<file path="config.mk">
export PLATFORM = sky130hd
export DESIGN_NAME = spi_host_ctrl
export DESIGN_NICKNAME = d
export VERILOG_FILES = /design/src/rtl/spi_host_pkg.sv /design/src/rtl/spi_host_fifo.sv /design/src/rtl/spi_host_shift.sv /design/src/rtl/spi_host_ctrl.sv
export SDC_FILE = /design/constraint.sdc
export NUM_CORES = 1
export LEC_CHECK = 0
export ABC_CLOCK_PERIOD_IN_PS = 3400
export BUFFER_PORTS_ARGS = -buffer_cell sky130_fd_sc_hd__buf_2
export CAP_MARGIN = 20
export CORE_UTILIZATION = 45
export CTS_BUF_LIST = sky130_fd_sc_hd__clkbuf_8
export CTS_CLUSTER_DIAMETER = 120
export DETAILED_ROUTE_END_ITERATION = 7
export PLACE_DENSITY = 0.63
export SLEW_MARGIN = 10
export SYNTH_ARGS = -nofsm -noshare
export SYNTH_HDL_FRONTEND = slang
export SYNTH_SLANG_ARGS = --single-unit
</file>
<file path="constraint.sdc">
create_clock -name clk -period 3.4 [get_ports clk]
set_input_delay 0.17 -clock clk [delete_from_list [all_inputs] [get_ports clk]]
set_output_delay 0.17 -clock clk [all_outputs]
set_load 0.02 [all_outputs]
</file>
<file path="src/rtl/spi_host_pkg.sv">
package spi_host_pkg;
  localparam logic [2:0] A_CTRL = 3'd0;
  localparam logic [2:0] A_STAT = 3'd1;
  localparam logic [2:0] A_TXD  = 3'd2;
  localparam logic [2:0] A_RXD  = 3'd3;
  localparam logic [2:0] A_SSEL = 3'd4;

  localparam int C_EN    = 1;
  localparam int C_MST   = 2;
  localparam int C_CPOL  = 3;
  localparam int C_CPHA  = 4;
  localparam int C_TXCLR = 5;
  localparam int C_RXCLR = 6;
  localparam int C_MANSS = 7;
  localparam int C_HOLD  = 8;
  localparam int C_LSB   = 9;
  // bits kept in the control register (clear bits are strobes)
  localparam logic [9:0] CTRL_KEEP = 10'b11_1001_1110;

  typedef struct packed {
    logic cpol;
    logic cpha;
    logic lsb;
  } spi_mode_t;
endpackage

</file>
<file path="src/rtl/spi_host_fifo.sv">
module spi_host_fifo #(
  parameter int W     = 8,
  parameter int DEPTH = 16
) (
  input  logic         clk,
  input  logic         rst,
  input  logic         clr,
  input  logic         push,
  input  logic [W-1:0] wdata,
  input  logic         pop,
  output logic [W-1:0] rdata,
  output logic         empty,
  output logic         full,
  output logic         ovf
);
  localparam int AW = (DEPTH > 1) ? $clog2(DEPTH) : 1;

  logic [W-1:0] mem [DEPTH];
  logic [AW:0]  wp_q, rp_q;
  logic         do_push, do_pop;

  assign empty   = (wp_q == rp_q);
  assign full    = (wp_q[AW] != rp_q[AW]) && (wp_q[AW-1:0] == rp_q[AW-1:0]);
  assign do_push = push && !full;
  assign do_pop  = pop && !empty;
  assign rdata   = mem[rp_q[AW-1:0]];

  always_ff @(posedge clk) begin
    if (do_push && !clr) mem[wp_q[AW-1:0]] <= wdata;
  end

  always_ff @(posedge clk) begin
    if (rst) begin
      wp_q <= '0;
      rp_q <= '0;
      ovf  <= 1'b0;
    end else begin
      ovf <= push && full;
      if (clr) begin
        wp_q <= '0;
        rp_q <= '0;
      end else begin
        if (do_push) wp_q <= wp_q + 1'b1;
        if (do_pop)  rp_q <= rp_q + 1'b1;
      end
    end
  end


  clr_empties_chk: assert property (@(posedge clk) disable iff (rst)
    clr |=> empty);


  full_drop_chk: assert property (@(posedge clk) disable iff (rst)
    (full && push && !pop && !clr) |=> (full && ovf));
endmodule

</file>
<file path="src/rtl/spi_host_shift.sv">
module spi_host_shift
  import spi_host_pkg::*;
#(
  parameter int W        = 8,
  parameter int HALF_DIV = 2
) (
  input  logic         clk,
  input  logic         rst,
  input  logic         go_i,
  input  spi_mode_t    mode_i,
  input  logic         have_i,
  input  logic [W-1:0] word_i,
  input  logic         miso_i,
  output logic         take_o,
  output logic         done_o,
  output logic [W-1:0] rx_o,
  output logic         busy_o,
  output logic         sclk_o,
  output logic         mosi_o
);
  localparam int EW = $clog2(2 * W);
  localparam int BW = $clog2(W);
  localparam int CW = (HALF_DIV > 1) ? $clog2(HALF_DIV) : 1;

  logic          busy_q, sclk_q, mosi_q;
  logic [CW-1:0] cnt_q;
  logic [EW-1:0] ecnt_q;
  logic [W-1:0]  tx_q, rx_q, rx_nx;
  spi_mode_t     mode_l;
  logic          start, edge_now, lead, last, samp;
  logic [BW-1:0] bi, nb;

  function automatic logic [BW-1:0] bpos(input logic [BW-1:0] i, input logic lsb);
    return lsb ? i : (BW'(W - 1) - i);
  endfunction

  assign start    = go_i && have_i && !busy_q;
  assign edge_now = busy_q && (cnt_q == CW'(HALF_DIV - 1));
  assign bi       = ecnt_q[EW-1:1];
  assign nb       = bi + 1'b1;
  assign lead     = !ecnt_q[0];
  assign last     = (ecnt_q == EW'(2 * W - 1));
  assign samp     = mode_l.cpha ? !lead : lead;

  always_comb begin
    rx_nx = rx_q;
    if (samp) rx_nx[bpos(bi, mode_l.lsb)] = miso_i;
  end

  always_ff @(posedge clk) begin
    if (rst) begin
      busy_q <= 1'b0;
      cnt_q  <= '0;
      ecnt_q <= '0;
      sclk_q <= 1'b0;
      mosi_q <= 1'b0;
      tx_q   <= '0;
      rx_q   <= '0;
      mode_l <= '0;
    end else if (start) begin
      busy_q <= 1'b1;
      cnt_q  <= '0;
      ecnt_q <= '0;
      tx_q   <= word_i;
      rx_q   <= '0;
      mode_l <= mode_i;
      sclk_q <= mode_i.cpol;
      if (!mode_i.cpha) mosi_q <= word_i[bpos('0, mode_i.lsb)];
    end else if (busy_q) begin
      if (edge_now) begin
        cnt_q  <= '0;
        ecnt_q <= ecnt_q + 1'b1;
        sclk_q <= !sclk_q;
        rx_q   <= rx_nx;
        if (mode_l.cpha && lead) mosi_q <= tx_q[bpos(bi, mode_l.lsb)];
        if (!mode_l.cpha && !lead && !last) mosi_q <= tx_q[bpos(nb, mode_l.lsb)];
        if (last) busy_q <= 1'b0;
      end else begin
        cnt_q <= cnt_q + 1'b1;
      end
    end else begin
      sclk_q <= mode_i.cpol;
    end
  end

  assign take_o = start;
  assign done_o = edge_now && last;
  assign rx_o   = rx_nx;
  assign busy_o = busy_q;
  assign sclk_o = sclk_q;
  assign mosi_o = mosi_q;


  hold_blocks_start_chk: assert property (@(posedge clk) disable iff (rst)
    (!busy_q && !go_i) |=> !busy_q);


  idle_level_chk: assert property (@(posedge clk) disable iff (rst)
    $fell(busy_q) |-> (sclk_q == mode_l.cpol));
endmodule

</file>
<file path="src/rtl/spi_host_ctrl.sv">
module spi_host_ctrl
  import spi_host_pkg::*;
#(
  parameter int WORD_W     = 8,
  parameter int FIFO_DEPTH = 16,
  parameter int HALF_DIV   = 2,
  parameter int N_SS       = 4
) (
  input  logic            clk,
  input  logic            rst,
  input  logic            reg_en,
  input  logic            reg_we,
  input  logic [2:0]      reg_addr,
  input  logic [31:0]     reg_wdata,
  output logic [31:0]     reg_rdata,
  output logic            sclk,
  output logic            mosi,
  input  logic            miso,
  output logic [N_SS-1:0] ss_n,
  output logic            tx_ovf,
  output logic            rx_ovf
);
  logic              wr, rd;
  logic [9:0]        ctrl_q;
  logic [N_SS-1:0]   ss_q, ss_n_q;
  logic              tx_push, tx_clr, rx_clr, rx_pop;
  logic [WORD_W-1:0] tx_head, rx_head, rx_word;
  logic              tx_empty, tx_full, rx_empty, rx_full;
  logic              take, done, busy, go;
  spi_mode_t         mode;
  logic [31:0]       rd_mux;

  assign wr      = reg_en && reg_we;
  assign rd      = reg_en && !reg_we;
  assign tx_push = wr && (reg_addr == A_TXD);
  assign tx_clr  = wr && (reg_addr == A_CTRL) && reg_wdata[C_TXCLR];
  assign rx_clr  = wr && (reg_addr == A_CTRL) && reg_wdata[C_RXCLR];
  assign rx_pop  = rd && (reg_addr == A_RXD);
  assign go      = ctrl_q[C_EN] && ctrl_q[C_MST] && !ctrl_q[C_HOLD];
  assign mode    = '{cpol: ctrl_q[C_CPOL], cpha: ctrl_q[C_CPHA], lsb: ctrl_q[C_LSB]};

  spi_host_fifo #(.W(WORD_W), .DEPTH(FIFO_DEPTH)) u_txq (
    .clk(clk), .rst(rst), .clr(tx_clr), .push(tx_push),
    .wdata(reg_wdata[WORD_W-1:0]), .pop(take), .rdata(tx_head),
    .empty(tx_empty), .full(tx_full), .ovf(tx_ovf));

  spi_host_fifo #(.W(WORD_W), .DEPTH(FIFO_DEPTH)) u_rxq (
    .clk(clk), .rst(rst), .clr(rx_clr), .push(done),
    .wdata(rx_word), .pop(rx_pop), .rdata(rx_head),
    .empty(rx_empty), .full(rx_full), .ovf(rx_ovf));

  spi_host_shift #(.W(WORD_W), .HALF_DIV(HALF_DIV)) u_shift (
    .clk(clk), .rst(rst), .go_i(go), .mode_i(mode), .have_i(!tx_empty),
    .word_i(tx_head), .miso_i(miso), .take_o(take), .done_o(done),
    .rx_o(rx_word), .busy_o(busy), .sclk_o(sclk), .mosi_o(mosi));

  always_comb begin
    case (reg_addr)
      A_CTRL:  rd_mux = 32'(ctrl_q);
      A_STAT:  rd_mux = 32'({1'b0, tx_full, tx_empty, rx_full, rx_empty});
      A_RXD:   rd_mux = rx_empty ? 32'd0 : 32'(rx_head);
      A_SSEL:  rd_mux = 32'(ss_q);
      default: rd_mux = 32'd0;
    endcase
  end

  always_ff @(posedge clk) begin
    if (rst) begin
      ctrl_q    <= '0;
      ss_q      <= '1;
      ss_n_q    <= '1;
      reg_rdata <= '0;
    end else begin
      if (wr && reg_addr == A_CTRL) ctrl_q <= reg_wdata[9:0] & CTRL_KEEP;
      if (wr && reg_addr == A_SSEL) ss_q <= reg_wdata[N_SS-1:0];
      if (rd) reg_rdata <= rd_mux;
      if (ctrl_q[C_MANSS] || busy || take) ss_n_q <= ss_q;
      else                                 ss_n_q <= '1;
    end
  end

  assign ss_n = ss_n_q;


  manual_ss_chk: assert property (@(posedge clk) disable iff (rst)
    (ctrl_q[C_MANSS] && $past(ctrl_q[C_MANSS])) |-> (ss_n == $past(ss_q)));
endmodule

</file>
== Word level (Yosys, flattened, before mapping) ==
Memories as Yosys holds them, arrays and structs flattened. A register that Yosys moved wholly into a read port is not among the register bits.
Cells that the tools add are included.

* Register bits: 95
* Memories kept: 2
* Output and inout port bits: 40
* Input bits: 40
* Memory bits (writable): 256

* Bitwise operators: 1
* Mux-type cells: 38
* Magnitude comparators: 4
* Eq/ne operators: 13
* Reduce and logical (&&, ||, !) cells: 53
* Add/sub/neg operators: 9

{| class="wikitable"
|+ Memory list
! memory !! depth !! bits a word !! read ports !! clocked after memory_dff !! write ports !! line !! RTL
|-
| u_rxq.mem || 16 || 8 || 1 || 1 || 1 || spi_host_fifo.sv:18 || <nowiki>logic [W-1:0] mem [DEPTH];</nowiki>
|-
| u_txq.mem || 16 || 8 || 1 || 1 || 1 || spi_host_fifo.sv:18 ||
|}

{| class="wikitable"
|+ Operator list
! cell !! number
|-
| $pmux W10 S4 || 1
|-
| $logic_and A1 B1 Y1 || 28
|-
| $mux W1 || 23
|-
| $add A5 B1 Y5 const B || 4
|-
| $mux W4 || 4
|-
| $mux W8 || 2
|-
| $logic_not A1 Y1 || 13
|-
| $lt A3 B4 Y1 const B || 3
|-
| $eq A5 B5 Y1 || 2
|-
| $bmux W1 S3 || 3
|-
| $mux W3 || 3
|-
| $bwmux W8 || 1
|-
| $eq A4 B4 Y1 || 2
|-
| $reduce_or A2 Y1 || 4
|-
| $eq A3 B2 Y1 const B || 2
|-
| $sub A3 B3 Y3 const A || 2
|-
| $add A4 B1 Y4 const B || 1
|-
| $eq A4 B4 Y1 const B || 1
|-
| $reduce_and A4 Y1 || 1
|-
| $reduce_bool A2 Y1 || 2
|-
| $add A3 B1 Y3 const B || 1
|-
| $demux W1 S3 || 1
|-
| $eq A3 B1 Y1 const B || 1
|-
| $eq A3 B3 Y1 const B || 1
|-
| 10 further kinds || 12
|}

== Depth between registers and ports, before layout ==
* Depth after elaboration: 9
* Gate-level depth with buffers: 8

== Hierarchy ==
Synthesis repeated with hierarchy kept, for this count alone.

* Cell total of the unflattened synthesis: 948
* Area, all modules: 14620.3 µm²

{| class="wikitable"
|+ By module, submodules not included
! module !! area each (µm²) !! times used !! cells an instance !! seq. area each (µm²)
|-
| spi_host_fifo || 5823.1 || 2 || 289 || 4144.0
|-
| spi_host_shift || 1621.6 || 1 || 212 || 520.5
|-
| spi_host_ctrl || 1352.5 || 1 || 158 || 500.5
|}

== Worst setup path after synthesis ==
Ideal clock, no wire load.

* Kind: register to register
* Start: register u_shift.ecnt_q[2]
* End: memory u_rxq.mem[3][0], enable pin
* Arrival time: 2.213 ns
* Clock period less this slack: 2.596 ns
* Slack: 0.804 ns
* Path buffers: 1
* Cell stages (with the launch flop): 7
* Cell sequence: dfxtp_1 > buf_1 > nand4_1 > a21oi_1 > a21boi_2 > nand2_1 > nor3_1

* Longest elaborated chain between the ends: 6

{| class="wikitable"
|+ Ends and longest elaborated chain
! what !! line !! RTL
|-
| start: declaration || spi_host_shift.sv:27 || <nowiki>logic [EW-1:0] ecnt_q;</nowiki>
|-
| start signal: assignment || spi_host_shift.sv:72 || <nowiki>ecnt_q <= ecnt_q + 1'b1;</nowiki>
|-
| $eq A4 B4 Y1 || spi_host_shift.sv:42 || <nowiki>assign last = (ecnt_q == EW'(2 * W - 1));</nowiki>
|-
| $logic_and A1 B1 Y1 || spi_host_shift.sv:87 || <nowiki>assign done_o = edge_now && last;</nowiki>
|-
| $logic_and A1 B1 Y1 || spi_host_fifo.sv:24 || <nowiki>assign do_push = push && !full;</nowiki>
|-
| $logic_and A1 B1 Y1 || spi_host_fifo.sv:29 || <nowiki>if (do_push && !clr) mem[wp_q[AW-1:0]] <= wdata;</nowiki>
|-
| $mux W1 || spi_host_fifo.sv:29 ||
|-
| $mux W1 (not written as such) || spi_host_fifo.sv:29 ||
|-
| end: declaration || spi_host_fifo.sv:18 ||
|}

No other way between the ends.

== Final worst setup path ==
* Start: register u_shift.ecnt_q[3]
* End: memory u_rxq.mem[1][5], enable pin

Same word-level chain as after synthesis.

==> impl_metrics.sql <==
INSERT INTO impl_metrics (metric_group, metric, value, unit) VALUES
('run_status', 'run_status', 'completed', ''),
('hold_path', 'timing.hold.worst.class', 'in -> reg', ''),
('final_layout', 'multiInputGateArea', '4280', 'µm²'),
('worst_setup_path', 'setup_crit_start_kind', 'flip-flop', ''),
('worst_setup_path', 'cp_common_cell', 'buf_4', ''),
('final_layout', 'seqCellArea', '9310', 'µm²'),
('die', 'die_height', '178', 'µm'),
('power', 'power_density', '498', 'nW/µm²'),
('sta', 'maxClockFrequency', '392', 'MHz'),
('routing', 'route.vias.total', '7435', ''),
('power', 'static-leakage-power', '0.00538', 'µW'),
('routing', 'detail-route-antenna-nets', '0', ''),
('place', 'place.port_buffers', '35', ''),
('logic_synthesis', 'synth_async_sr_flop_share', '0', '%'),
('worst_setup_path', 'delay_of_the_slowest_critical_path_stage', '0.64', 'ns'),
('worst_setup_path', 'arrival', '2.82', 'ns'),
('clock_network', 'cts_max_path_buffers', '3', ''),
('worst_setup_path', 'path_cells', 'nand4_1, a21oi_1, buf_4, a21boi_2, nand2_1, nor3_1, buf_4', ''),
('sta', 'hold_violations', '0', ''),
('clock_network', 'cts_root_buf', 'clkbuf_8', ''),
('die', 'coreArea', '30600', 'µm²'),
('logic_synthesis', 'synthesis_warning_total', '0', ''),
('final_layout', 'area_growth', '13.6', '%'),
('worst_setup_path', 'worstPathRequired', '3.67', 'ns'),
('worst_setup_path', 'worstPathMaxFanout', '12', ''),
('global_route', 'pin_count_of_the_biggest_net_entering_global_routing', '44', ''),
('place', 'globalplace.congestion', '0.740', ''),
('logic_synthesis', 'syn-instance-count', '851', ''),
('die', 'die_w', '178', 'µm'),
('logic_synthesis', 'synth-main-ff-cell', 'edfxtp_1', ''),
('die', 'die_area', '31700', 'µm²'),
('sta', 'tns', '0', 'ns'),
('flow_run', 'cap_violations', '0', ''),
('routing', 'detailedRoute.firstIterationViolations', '591', ''),
('logic_synthesis', 'distinct_cells_synth', '59', ''),
('clock_network', 'clk_transition_reported_paths', '0.06', 'ns'),
('place', 'placed_cells_incl_taps', '1284', ''),
('clock_network', 'numCtsBuffers', '53', ''),
('global_route', 'via_count_of_the_first_global_routing_pass', '7302', ''),
('worst_setup_path', 'critPathKind', 'reg -> reg', ''),
('clock_network', 'post_cts_resize_count', '0', ''),
('sta', 'timing.final.setup_violations', '0', ''),
('logic_synthesis', 'post_synth_instance_area', '14000', 'µm²'),
('final_layout', 'finalNetCount', '1007', ''),
('sta', 'final_slew_violations', '0', ''),
('sta', 'rsz0062_at_grt', 'no', ''),
('final_layout', 'drive_gt1_share', '24.6', '%'),
('routing', 'first_pass_iters', '5', ''),
('worst_setup_path', 'critical_path.slowest_cell', 'dfxtp_1', ''),
('clock_network', 'cts_num_sinks', '337', ''),
('final_layout', 'filler_cell_count', '2513', ''),
('routing', 'wl_cell', '20.5', 'µm'),
('sta', 'final.period_utilization', '75.0', '%'),
('global_route', 'grt_pass1_wl', '43600', 'µm'),
('clock_network', 'clock_tree.htree_level_count', '2', ''),
('global_route', 'overflow', '0', ''),
('worst_setup_path', 'nature_of_the_critical_path_endpoint', 'flip-flop', ''),
('logic_synthesis', 'ys_ff_latch', '337', ''),
('clock_network', 'cts_tree', 'built', ''),
('place', 'post-dp-hpwl', '18600', 'µm'),
('logic_synthesis', 'synth_edf_count', '256', ''),
('die', 'initial_core_util', '45.6', '%'),
('clock_network', 'clk-insertion-delay-late', '0.59', 'ns'),
('die', 'top_level_ports', '80', ''),
('sta', 'worst_pin_slew', '1.03', 'ns'),
('die', 'rows', '64', ''),
('routing', 'drc_errors', '0', ''),
('routing', 'via_per_inst', '5.33', ''),
('logic_synthesis', 'syn_avg_cell_area', '16.4', 'µm²'),
('global_route', 'grt_use_total', '18.6', '%'),
('logic_synthesis', 'synth.yosys.seq_area_share', '66.7', '%'),
('final_layout', 'layout.cells.non_filler', '1395', ''),
('sta', 'skew', '0.0426', 'ns'),
('sta', 'min_period', '2.55', 'ns'),
('routing', 'detail_route.wirelength', '28500', 'µm'),
('power', 'vdd_ir_drop_max', '0.349', 'mV'),
('global_route', 'antenna_found_initial', '2', ''),
('sta', 'slew_headroom', '30.8', '%');
-- worst max-delay path: cells and delay by family, from the launching register on --
kind	cells	cell delay [ns]
AND/OR/NAND/NOR	3	0.73
flip-flops	1	0.64
AO/OA/AOI/OAI	2	0.45
buffers and inverters	2	0.41
-- where the power goes --
group | leakage, µW | total (µW) | switching, µW | internal [µW]
logic | 0.00180 | 123 | 92.3 | 30.4
clock network | 0.000601 | 3370 | 1550 | 1810
registers | 0.00299 | 4410 | 4.49 | 4400
-- stage by stage --
step	area, µm²	setup WS, ns	hold slack (ns)	total power (µW)	util (%)
after floorplan	14000	0.804	0.269	4580	-
after global placement	14700	0.928	0.402	4610	48.0
after detailed placement	14700	0.880	0.412	4610	48.0
after CTS	15900	0.849	0.00243	7990	51.8
after global routing	15900	0.681	0.00945	8180	51.8
final	15900	0.850	0.0271	7900	51.9
-- state kept, by name (all words and copies together) (netlist names), named ones only --
register	cells
ss_n	4
ss_q	4
u_rxq.mem	128
u_shift.mosi_o	1
u_shift.mode_l	2
u_shift.sclk_o	1
u_shift.cnt_q	1
u_shift.busy_o	1
reg_rdata	10
u_shift.rx_q	8
u_rxq.rp_q	5
u_txq.mem	128
u_shift.tx_q	8
u_shift.ecnt_q	4
u_txq.rp_q	5
u_txq.wp_q	5
u_rxq.ovf	1
ctrl_q	7
u_txq.ovf	1
u_rxq.wp_q	5
-- area by class of cell --
class | instances | share of cell area, %
Clock inverter | 41 | 1.70
Timing Repair Buffer | 91 | 4.07
Inverter | 15 | 0.355
Multi-Input combinational cell | 455 | 27.0
Antenna cell | 2 | 0.0316
Tap cell | 396 | 3.12
Clock buffer | 58 | 5.03
Sequential cell | 337 | 58.7
-- kinds of logic after synthesis --
family,after synthesis,synth area share [%]
flip-flops,337,66.7
buffers and inverters,80,3.32
other,1,0.0269
AND/OR/NAND/NOR,204,6.89
AO/OA/AOI/OAI,57,3.10
adder cells (fa/ha/maj),14,1.25
XOR/XNOR,34,2.13
multiplexers,124,16.6
-- worst paths after layout --
| check | from | end | slack (ns) | cells after the start |
|---|---|---|---|---|
| min reg2reg | u_shift.rx_q[2] | u_shift.rx_q[2] | 0.49 | 2 |
| max | u_shift.ecnt_q[3] | u_rxq.mem[1][5] | 0.85 | 7 |
| min | reg_wdata[6] | u_txq.mem[8][6] | 0.03 | 1 |
| max reg2reg | u_shift.ecnt_q[3] | u_rxq.mem[1][5] | 0.85 | 7 |
-- Yosys cell counts (4+ instances only) --
master | instances | area [µm²]
buf_4 | 29 | 218
or3_1 | 7 | 43.8
clkbuf_1 | 14 | 52.6
mux2i_1 | 34 | 340
a211oi_1 | 8 | 60.1
a22oi_1 | 6 | 45.0
a211o_1 | 4 | 35.0
inv_1 | 14 | 52.6
nor3_1 | 12 | 60.1
buf_2 | 13 | 65.1
dfxtp_1 | 81 | 1620
xor2_1 | 23 | 201
nand2_1 | 35 | 131
xnor2_1 | 11 | 96.3
a21oi_1 | 11 | 55.1
edfxtp_1 | 256 | 7690
nor2b_1 | 13 | 81.3
nor2_1 | 95 | 357
mux4_2 | 75 | 1690
o22ai_1 | 4 | 25.0
mux2_2 | 7 | 78.8
nand4_1 | 9 | 56.3
ha_1 | 14 | 175
mux4_1 | 8 | 210
nand3_1 | 6 | 30.0
nand2b_1 | 11 | 68.8
buf_1 | 4 | 15.0
-- repair_timing --
item                                   in CTS  in global routing
buffers inserted                            0                  0
hold buffers                               10                  0
endpoints found under the hold margin     116                  0
-- placed cells by master (no fill, tap or decap), drive strengths merged, types with 23 or more instances in the layout --
cell	count
edfxtp	256
nor2	95
mux4	83
dfxtp	81
buf	81
clkbuf	58
nand2	36
mux2i	34
inv	30
xor2	23
-- routing by layer --
| metal | GRT usage (%) | vias to the layer above | routed length, µm |
|---|---|---|---|
| met5 | 0 | - | 0 |
| met4 | 4.99 | 0 | 437 |
| met3 | 3.37 | 30 | 1510 |
| met2 | 28.3 | 193 | 13000 |
| met1 | 27.5 | 3758 | 13500 |
| li1 | - | 3454 | - |
(Power assumes the default switching activity.)
